$ cat src/rtl/bivec_pkg.sv
package bivec_pkg;

    // Width of one buffer index field and the register word
    localparam int unsigned IDX_W  = 7;
    localparam int unsigned REG_W  = 16;
    // Number of index positions addressable by one field
    localparam int unsigned SLOTS  = 1 << IDX_W;

    // Direction encoding of the per-buffer tag
    localparam logic DIR_RX = 1'b0;
    localparam logic DIR_TX = 1'b1;

    // Registered state of the encoder
    typedef struct packed {
        logic [IDX_W-1:0] tx_idx;
        logic [IDX_W-1:0] rx_idx;
    } vec_state_t;

    // Pack the state into the visible word; reserved bits stay zero
    function automatic logic [REG_W-1:0] pack_word(input vec_state_t st);
        return {1'b0, st.tx_idx, 1'b0, st.rx_idx};
    endfunction

endpackage

$ cat src/rtl/bivec_qualify.sv
module bivec_qualify
    import bivec_pkg::*;
#(
    parameter int unsigned NUM_BUF = SLOTS
) (
    input  logic [SLOTS-1:0] flag_i,
    input  logic [SLOTS-1:0] enable_i,
    input  logic [SLOTS-1:0] dir_i,
    output logic [SLOTS-1:0] qual_tx_o,
    output logic [SLOTS-1:0] qual_rx_o
);

    // One gating cell per index position; unpopulated positions tie off
    for (genvar b = 0; b < SLOTS; b++) begin : g_slot
        if (b < NUM_BUF) begin : g_live
            logic pend;
            assign pend         = flag_i[b] & enable_i[b];
            assign qual_tx_o[b] = pend & (dir_i[b] == DIR_TX);
            assign qual_rx_o[b] = pend & (dir_i[b] == DIR_RX);
        end else begin : g_dead
            assign qual_tx_o[b] = 1'b0;
            assign qual_rx_o[b] = 1'b0;
        end
    end

endmodule

$ cat src/rtl/bivec_lowest_find.sv
module bivec_lowest_find #(
    parameter int unsigned WIDTH = 128,
    localparam int unsigned OUT_W = (WIDTH > 1) ? $clog2(WIDTH) : 1
) (
    input  logic [WIDTH-1:0] req_i,
    output logic [OUT_W-1:0] idx_o,
    output logic             hit_o
);

    // Scan from the top down so the last match kept is the lowest index
    always_comb begin
        idx_o = '0;
        hit_o = 1'b0;
        for (int i = WIDTH - 1; i >= 0; i--) begin
            if (req_i[i]) begin
                idx_o = OUT_W'(i);
                hit_o = 1'b1;
            end
        end
    end

endmodule

$ cat src/rtl/bivec_encoder.sv
module bivec_encoder
    import bivec_pkg::*;
#(
    parameter int unsigned NUM_BUF = SLOTS
) (
    input  logic             clk_i,
    input  logic             rst_ni,
    input  logic [SLOTS-1:0] flag_i,
    input  logic [SLOTS-1:0] enable_i,
    input  logic [SLOTS-1:0] dir_i,
    output logic [REG_W-1:0] vec_o
);

    localparam int unsigned N_DIR = 2;
    localparam int unsigned SEL_RX = 0;
    localparam int unsigned SEL_TX = 1;

    logic [SLOTS-1:0] qual_tx;
    logic [SLOTS-1:0] qual_rx;
    logic [SLOTS-1:0] qual_set [N_DIR];
    logic [IDX_W-1:0] low_idx  [N_DIR];
    logic             low_hit  [N_DIR];

    vec_state_t st_d, st_q;

    bivec_qualify #(
        .NUM_BUF (NUM_BUF)
    ) u_qualify (
        .flag_i    (flag_i),
        .enable_i  (enable_i),
        .dir_i     (dir_i),
        .qual_tx_o (qual_tx),
        .qual_rx_o (qual_rx)
    );

    assign qual_set[SEL_RX] = qual_rx;
    assign qual_set[SEL_TX] = qual_tx;

    // One independent search per direction
    for (genvar d = 0; d < N_DIR; d++) begin : g_search
        bivec_lowest_find #(
            .WIDTH (SLOTS)
        ) u_find (
            .req_i (qual_set[d]),
            .idx_o (low_idx[d]),
            .hit_o (low_hit[d])
        );
    end

    always_comb begin
        st_d        = st_q;
        st_d.tx_idx = low_hit[SEL_TX] ? low_idx[SEL_TX] : '0;
        st_d.rx_idx = low_hit[SEL_RX] ? low_idx[SEL_RX] : '0;
    end

    always_ff @(posedge clk_i or negedge rst_ni) begin
        if (!rst_ni) begin
            st_q <= '0;
        end else begin
            st_q <= st_d;
        end
    end

    assign vec_o = pack_word(st_q);

endmodule

$ cat config.mk
export PLATFORM = sky130hd
export DESIGN_NAME = bivec_encoder
export DESIGN_NICKNAME = d
export VERILOG_FILES = /design/src/rtl/bivec_pkg.sv /design/src/rtl/bivec_qualify.sv /design/src/rtl/bivec_lowest_find.sv /design/src/rtl/bivec_encoder.sv
export SDC_FILE = /design/constraint.sdc
export NUM_CORES = 1
export LEC_CHECK = 0
export ABC_AREA = 1
export BUFFER_PORTS_ARGS = -buffer_cell sky130_fd_sc_hd__buf_4
export CAP_MARGIN = 0
export CORE_AREA = 2 2 154 156
export CTS_CLUSTER_SIZE = 40
export DETAILED_ROUTE_END_ITERATION = 10
export DIE_AREA = 0 0 156 158
export GPL_TIMING_DRIVEN = 0
export PLACE_DENSITY = 0.51
export SYNTH_ARGS = -nofsm -noshare
export SYNTH_HDL_FRONTEND = slang
export SYNTH_SLANG_ARGS = --single-unit
$ cat constraint.sdc
create_clock -name clk_i -period 0.9 [get_ports clk_i]
set_clock_uncertainty 0.2 [all_clocks]
set_input_delay 0.045 -clock clk_i [delete_from_list [all_inputs] [get_ports clk_i]]
set_output_delay 0.045 -clock clk_i [all_outputs]
set_load 0.01 [all_outputs]
; Yosys cells after proc, flatten, opt, wreduce, memory -nomap -nowiden
; Index checks and enable logic that the tools add are counted.
[op_classes]
muxes = 514
bitwise_logic = 512
[ops]
columns = operator, count
row1 = two-way mux 7 bit, 258
row2 = bitwise AND 1 bit, 384
row3 = two-way mux 1 bit, 256
row4 = inverter 1 bit, 128
[totals]
regBits = 14
inputBits = 386

; Depth between registers and ports, before layout
; Gate-level depths: netlist (run 1).
[logic_depth]
ltp_word = 131
ltp_mapped = 128

; Cells and area by module
; Synthesis (run 1) repeated with hierarchy kept, for this count alone.
[unflattened]
hier_cells = 1499
hier_area_um2 = 7083.0
[by_module_without_submodules]
columns = mod, instances, cells_each, area_each_um2, seq_area_each_um2
row1 = bivec_lowest_find, 2, 471, 2343.5, 0.0
row2 = bivec_qualify, 1, 512, 1921.8, 0.0
row3 = bivec_encoder, 1, 45, 474.2, 350.3

; Worst setup path after synthesis (run 1)
; No wires, ideal clock.
[synth_path]
path_kind = input-to-reg
from = in flag_i[127]
to = reg st_q, in the netlist vec_o[8]
t_arrival_ns = 5.618
slack_ns = -4.991
cell_stages = 128
n_path_buf = 0
path_cell_list = nand2_2 > nor2_1 > nand2_1 > nand2_1 > nand2_1 > nand2_1 > nand2_1 > nand2_1 > nand2_1 > nand2_1 > nand2_1 > nand2_1 > nand2_1 > nand2_1 > nand2_1 > nand2_1 > nand2_1 > nand2_1 > [92 not listed] > nand2_1 > nand2_1 > nand2_1 > nand2_1 > nand2_1 > nand2_1 > nand2_1 > nand2_1 > nand2_1 > nand2_1 > nand2_1 > nand2_1 > nand2_1 > nand2_1 > nand2_1 > nand2_1 > nand2_1 > a21oi_2
[synth_rtl]
columns = element, line_no
row1 = "start, declared", bivec_encoder.sv:8  ; input logic [SLOTS-1:0] flag_i,
row2 = "end signal, assigned", bivec_encoder.sv:60  ; st_q <= st_d;
row3 = "end, declared", bivec_encoder.sv:24  ; vec_state_t st_d, st_q;

==> metrics.md, run 1 <==
| Metric | Value |
|---|---|
| Cell row count | 56 |
| Time the worst path needs with I/O delays and setup | ~6.7 ns |
| Static Leakage | between 5 and 6 nW |
| Place WS | -6.16 ns |
| Cell count after synthesis | between 1000 and 1500 |
| Gp weighted congestion | 0.836 |
| Req. time, crit path | 0.79 ns |
| Arrival time reported for the critical path endpoint | roughly 6.6 ns |
| Slew HR | between 50% and 60% |
| Final Hold Viols | 2 |
| Least setup slack across all paths after layout | -5.79 ns |
| Max stage delay on crit path | approximately 0.1 ns |
| Cell with the largest stage delay on the worst path | sky130_fd_sc_hd__buf_8 |
| Biggest area contributors in the synthesized netlist | sky130_fd_sc_hd__nand2_1 (41%), sky130_fd_sc_hd__nor2_1 (22%), sky130_fd_sc_hd__nand3_1 (12%) |
| Transition time at the pin with the least slew margin | 0.599 ns |
| Flip-flop count of the largest register after layout | 14 |
| Total of fill cells in the finished design | ~2600 |
| Number of I/O port buffers | about 400 |
| Wire length reported by the detailed router | about 26000 um |
| Unique cell type count in the Yosys netlist | 24 |
| Switching fraction of total power | between 40% and 50% |
| CTS Root Buffer Type | sky130_fd_sc_hd__clkbuf_16 |
| TritonCTS clock tree | done |
| Worst hold slack | -0.0803 ns |
| Clock network fraction of total power | between 10% and 20% |
| Cell type with the largest total area after synthesis | sky130_fd_sc_hd__nand2_1 |
| Fmax | 149 MHz |
| Post-route non-filler standard cell count | slightly below 2000 |
| Final setup violating endpoints | 28 |
| Most used cell, CP | sky130_fd_sc_hd__nand2_1 |
| Type of element capturing the critical path | flop |
| Worst Setup Path Type | primary input to flop |
| Yosys top cell area share | 41.4% |
| Maximum capacitance violations | 0 |
| Number of global-route vias before repair | approximately 8000 |
| Horizontal die dimension | approximately 160 um |
| Detailed-route DRC error count | 0 |
| Initial DRC Count | 250 |
| Share of synthesized area occupied by flip-flops and latches | about 6.6% |
| Internal cell power | about 3.7 mW |
| Critical Path Source Type | primary input |
| Unrepaired setup endpoints after global routing | yes |
| Initial Util | 23.2% |
| Total GRT Usage | about a fifth |
| Number of antenna violations at the first check in global routing | 0 |
| Period utilisation layout | 743% |
| Hold Path Origin | enable_i[1] |
| Number of iterations in the first detailed-routing pass | 4 |
| First-pass GRT wire length | between 30000 and 40000 um |
| Vias post-DR | roughly 8400 |
| Cell Pwr Density | a little under 700 nW/um2 |
| Number of primary I/O pins | approximately 400 |
| # H-tree levels | 1 |
| Clk pin slew, worst setup/hold paths | ~0.050 ns |
| Die Footprint | about 25000 um2 |
| Biggest fanout along the worst timing path | 3 |
| Post-CTS Hold Fix Bufs | 1 |
| Net Switching | between 2 and 3 mW |
| Part of the total power dissipated in sequential elements | a little over a tenth |
| Vertical extent of the die | approximately 160 um |
| WL/cell | approximately 13 um |
| HPWL reported at the end of detailed placement | roughly 24000 um |
| Pin count of the biggest net entering global routing | 15 |
| Final Net Count | 2057 |
| Min-Delay Endpoint | vec_o[8] |
| Relative contribution of combinational cells to total power | 76.3% |
| Synthesis-to-layout area growth | 78.5% |
| Average size of a mapped cell | around 4.3 um2 |
| Worst hold path stage count | 3 |
| Final-report max-slew violation count | 0 |
| Peak supply drop | roughly 0.00065 V |
| Mapped Area | 5340 um2 |
| Post-DRT Antenna Nets | 0 |
| Outcome | complete, but fails checks |
| Violated checks | hold timing, setup timing |
| Number of cells after detailed placement | about 1900 |
| Clock sink total | 14 |
| Via count normalized by instance count | roughly 4.3 |
| Inserted Diodes | 0 |
| Flip-flop and latch count after synthesis | 14 |
| Count of warnings emitted by yosys | 0 |
| Path category of the worst min-delay check | primary input to flop |
| Total global routing overflow | 0 |
| Number of clock buffers inserted by TritonCTS | 3 |
| Maximum clock path buffer count | 2 |
| Layout cell share with drive strength beyond 1 | 31.9% |
| Core Region | roughly 23000 um2 |
[worst max-delay path, delay by kind of cell]
family	cells	cell delay (ns)
buffers and inverters	2	0.20
AO/OA/AOI/OAI	1	0.06
AND/OR/NAND/NOR	127	6.32
[cell type report]
cell class              count  area (um2)  area share, %
well taps                 290         363           3.81
multi-input cells        1093        4970           52.1
flip-flops and latches     14         350           3.67
plain buffers               2        15.0          0.157
repair buffers            416        3230           33.9
clock buffers               3        75.1          0.787
inverters                 141         529           5.55
[logic make-up (layout without fill, tap and decap cells)]
family | after synthesis | in the layout | share of synthesized area [%]
AO/OA/AOI/OAI | 36 | 36 | 4.31
flip-flops | 14 | 14 | 6.56
AND/OR/NAND/NOR | 1055 | 1055 | 78.9
buffers and inverters | 143 | 562 | 10.2
other | 1 | 2 | 0.0702
[cells in the final DEF, fill, tap and decap left out, types with 13 or more instances in the layout]
cell and n:
sky130_fd_sc_hd__nand2_1 570, sky130_fd_sc_hd__buf_4 391, sky130_fd_sc_hd__nor2_1 278, sky130_fd_sc_hd__inv_1 138, sky130_fd_sc_hd__nand3_1 94, sky130_fd_sc_hd__nand3_2 33
sky130_fd_sc_hd__nor2_2 30, sky130_fd_sc_hd__buf_6 24, sky130_fd_sc_hd__dfrtp_1 14, sky130_fd_sc_hd__nand2_2 13
[cell usage after synthesis]
library cell and n:
sky130_fd_sc_hd__a211oi_1 2, sky130_fd_sc_hd__a21boi_0 1, sky130_fd_sc_hd__a21oi_1 8, sky130_fd_sc_hd__a21oi_2 1
sky130_fd_sc_hd__a31oi_1 9, sky130_fd_sc_hd__buf_4 2, sky130_fd_sc_hd__conb_1 1, sky130_fd_sc_hd__dfrtp_1 14
sky130_fd_sc_hd__inv_1 140, sky130_fd_sc_hd__inv_2 1, sky130_fd_sc_hd__nand2_1 589, sky130_fd_sc_hd__nand2_2 1
sky130_fd_sc_hd__nand3_1 130, sky130_fd_sc_hd__nand3_2 1, sky130_fd_sc_hd__nand3_4 3, sky130_fd_sc_hd__nand3b_1 2
sky130_fd_sc_hd__nand4_1 4, sky130_fd_sc_hd__nor2_1 313, sky130_fd_sc_hd__nor3_1 7, sky130_fd_sc_hd__nor4_1 5
sky130_fd_sc_hd__o21a_1 2, sky130_fd_sc_hd__o21ai_0 4, sky130_fd_sc_hd__o21bai_1 7, sky130_fd_sc_hd__o31ai_1 2
[power by group through the flow]
stage	Combinational, mW	Sequential [mW]	Clock, mW
5_1_grt	5.74	0.731	0.880
3_5_place_dp	4.74	0.723	0
2_1_floorplan	2.35	0.758	0
3_3_place_gp	4.71	0.721	0
4_1_cts	4.98	0.727	0.845
6_report	5.02	0.726	0.836
[layer usage]
metal	vias to the layer above	track usage (%)	share of wire, %
li1	4659	-	-
met1	3524	24.1	43
met2	235	37.4	50
met3	18	3.89	6.5
met4	0	3.19	1.1
met5	-	0	0
[metrics by stage]
step                utilization [%]  cell area [um2]  power, mW  setup TNS (ns)
floorplan                         -             5620       3.11          -22.71
global placement               38.9             8980       5.43          -32.60
detailed placement             38.9             8980       5.47          -32.61
CTS                            40.7             9380       6.56          -34.47
global route                   41.4             9530       7.35          -36.97
finish                         41.4             9530       6.59          -30.32
[how the worst max path moves through the flow]
| stage | start | end | cells after the start |
|---|---|---|---|
| finish | enable_i[127] | vec_o[0] | 130 |
| global route | dir_i[127] | vec_o[8] | 129 |
| CTS | enable_i[127] | vec_o[8] | 129 |
| detailed placement | flag_i[127] | vec_o[8] | 129 |
| global placement | flag_i[127] | vec_o[8] | 129 |
| floorplan | flag_i[127] | vec_o[8] | 128 |
[repair_timing]
item	4_1_cts	5_1_grt
gates cloned	0	0
gates resized for setup	49	49
endpoints found under the hold margin	16	1
setup buffers	18	8
setup endpoints to repair	28	28
pin swaps	36	31
(Power assumes the default switching activity.)
==> inputs of run 2 (changes only) <==
--- a/config.mk
+++ b/config.mk
@@ -14,6 +14,7 @@
 export DIE_AREA = 0 0 156 158
 export GPL_TIMING_DRIVEN = 0
 export PLACE_DENSITY = 0.51
+export RECOVER_POWER = 50
 export SYNTH_ARGS = -nofsm -noshare
 export SYNTH_HDL_FRONTEND = slang
 export SYNTH_SLANG_ARGS = --single-unit
==> run 2 against run 1 <==
Effect of this change:
- the flow still finishes with violations (hold timing, setup timing)
- clock power hardly changed
- maximum frequency hardly changed
- sequential cell count stayed put
- setup slack hardly changed
- sequential power hardly changed
- critical endpoint unchanged
- largest cell class unchanged
==> metrics.md, run 2 (synthesis results as in run 1) <==
| Metric | Value |
|---|---|
| Number of global-route vias before repair | 8181 |
| Static Leakage | approximately 5.6 nW |
| Total global routing overflow | 0 |
| Initial Util | 23.2% |
| CTS Root Buffer Type | sky130_fd_sc_hd__clkbuf_16 |
| Inserted Diodes | 0 |
| Cell Pwr Density | between 600 and 700 nW/um2 |
| Slew HR | between 50% and 60% |
| Final Hold Viols | 2 |
| Fmax | approximately 150 MHz |
| Commonest cells after routing, fill and taps aside | sky130_fd_sc_hd__nand2_1 (570), sky130_fd_sc_hd__buf_4 (390), sky130_fd_sc_hd__nor2_1 (278), sky130_fd_sc_hd__inv_1 (138), sky130_fd_sc_hd__nand3_1 (94) |
| Total of fill cells in the finished design | around 2600 |
| Hold Path Origin | enable_i[1] |
| Unrepaired setup endpoints after global routing | yes |
| Min-Delay Endpoint | vec_o[8] |
| Clk pin slew, worst setup/hold paths | 0.05 ns |
| Wire length reported by the detailed router | about 26000 um |
| Number of I/O port buffers | approximately 400 |
| Critical Path Source Type | primary input |
| First-pass GRT wire length | ~39000 um |
| Cell with the largest stage delay on the worst path | sky130_fd_sc_hd__buf_8 |
| Maximum clock path buffer count | 2 |
| Area after detailed placement | approximately 9000 um2 |
| TritonCTS clock tree | done |
| Worst hold slack | -0.0803 ns |
| Cell row count | 56 |
| Final setup violating endpoints | 28 |
| Horizontal die dimension | between 150 and 200 um |
| Synthesis-to-layout area growth | 78.5% |
| Final-report max-slew violation count | 0 |
| Total GRT Usage | 20.0% |
| Biggest fanout along the worst timing path | 3 |
| Worst Setup Path Type | primary input to flop |
| Initial DRC Count | 250 |
| Arrival time reported for the critical path endpoint | 6.58 ns |
| Layout Cell Area excl Fill | around 9500 um2 |
| Vias post-DR | ~8400 |
| Most used cell, CP | sky130_fd_sc_hd__nand2_1 |
| Worst hold path stage count | 3 |
| Final Net Count | between 2000 and 2500 |
| Path category of the worst min-delay check | primary input to flop |
| Detailed-route DRC error count | 0 |
| Via count normalized by instance count | roughly 4.3 |
| Clock sink total | 14 |
| Maximum capacitance violations | 0 |
| Die Footprint | 24600 um2 |
| Transition time at the pin with the least slew margin | around 0.6 ns |
| Peak supply drop | roughly 0.00065 V |
| Layout cell share with drive strength beyond 1 | between 30% and 40% |
| Flip-flop count of the largest register after layout | 14 |
| Design Power | 6.58 mW |
| Least setup slack across all paths after layout | -5.79 ns |
| Number of primary I/O pins | approximately 400 |
| Number of iterations in the first detailed-routing pass | 4 |
| WL/cell | approximately 13 um |
| Most frequent standard cell in the layout excluding fill and tap cells | sky130_fd_sc_hd__nand2_1 |
| Core Region | approximately 23000 um2 |
| Time the worst path needs with I/O delays and setup | approximately 6.7 ns |
| Type of element capturing the critical path | flop |
| Top delay family on crit path | simple AND/OR/NAND/NOR gates |
| Place WS | -6.16 ns |
| Post-CTS Hold Fix Bufs | 1 |
| Req. time, crit path | roughly 0.79 ns |
| # H-tree levels | 1 |
| Number of antenna violations at the first check in global routing | 0 |
| Vertical extent of the die | about 160 um |
| HPWL reported at the end of detailed placement | approximately 24000 um |
| Outcome | complete, but fails checks |
| Total negative slack for setup checks | -30.33 ns |
| Number of clock buffers inserted by TritonCTS | 3 |
| Max stage delay on crit path | 0.10 ns |
| Period utilisation layout | 743% |
| Violated checks | hold timing, setup timing |
| Pin count of the biggest net entering global routing | 15 |
| Gp weighted congestion | between 0.8 and 0.9 |
| Post-DRT Antenna Nets | 0 |
| Bufs and invs on worst path | 2 |
## run 2: cell count changes in the layout (fill, tap and decap cells not counted)
cell / previous run / this run
sky130_fd_sc_hd__clkbuf_2: 0 / 1
sky130_fd_sc_hd__buf_4: 391 / 390
## run 2: worst min-delay path: cells and delay by family
kind	cells	cell delay [ns]
AOI/OAI and AO/OA	1	0.06
buffers and inverters	1	0.11
and+or+nand+nor	1	0.10
## run 2: power breakdown
part	internal [mW]	switching (mW)
clock	0.581	0.254
sequential	0.696	0.0302
combinational	2.40	2.62
## run 2: final cells by class
class                           instances  area, um2  area share (%)
Clock buffer                            3       75.1           0.788
Buffer                                  2       15.0           0.158
Timing Repair Buffer                  416       3230            33.9
Multi-Input combinational cell       1093       4970            52.2
Tap cell                              290        363            3.81
Sequential cell                        14        350            3.68
Inverter                              141        529            5.55
## run 2: layer usage
layer	wire [um]	track usage [%]
met5	0	0
met2	12800	37.4
met4	295	3.19
met1	11100	24.1
met3	1670	3.89
## run 2: how the worst max path moves through the flow
stage,start,endpoint,slack (ns),cells past startpoint
2_1_floorplan,flag_i[127],vec_o[8],-4.95,128
3_5_place_dp,flag_i[127],vec_o[8],-6.16,129
6_report,enable_i[127],vec_o[0],-5.79,130
4_1_cts,enable_i[127],vec_o[8],-5.91,129
3_3_place_gp,flag_i[127],vec_o[8],-6.19,129
5_1_grt,dir_i[127],vec_o[8],-7.29,129
## run 2: metrics by stage
| step | util [%] | cells |
|---|---|---|
| global route | 41.3 | 1959 |
| finish | 41.3 | 1959 |
| CTS | 40.7 | 1961 |
| detailed placement | 38.9 | 1939 |
| floorplan | - | 1250 |
| global placement | 38.9 | 1939 |
## run 2: timing repair
item                       4_1_cts  5_1_grt
setup endpoints to repair       28       28
hold endpoints to repair        16        1
cloned                           0        0
resized for setup               49       49
pin swaps                       36       31
setup buffers                   18        8
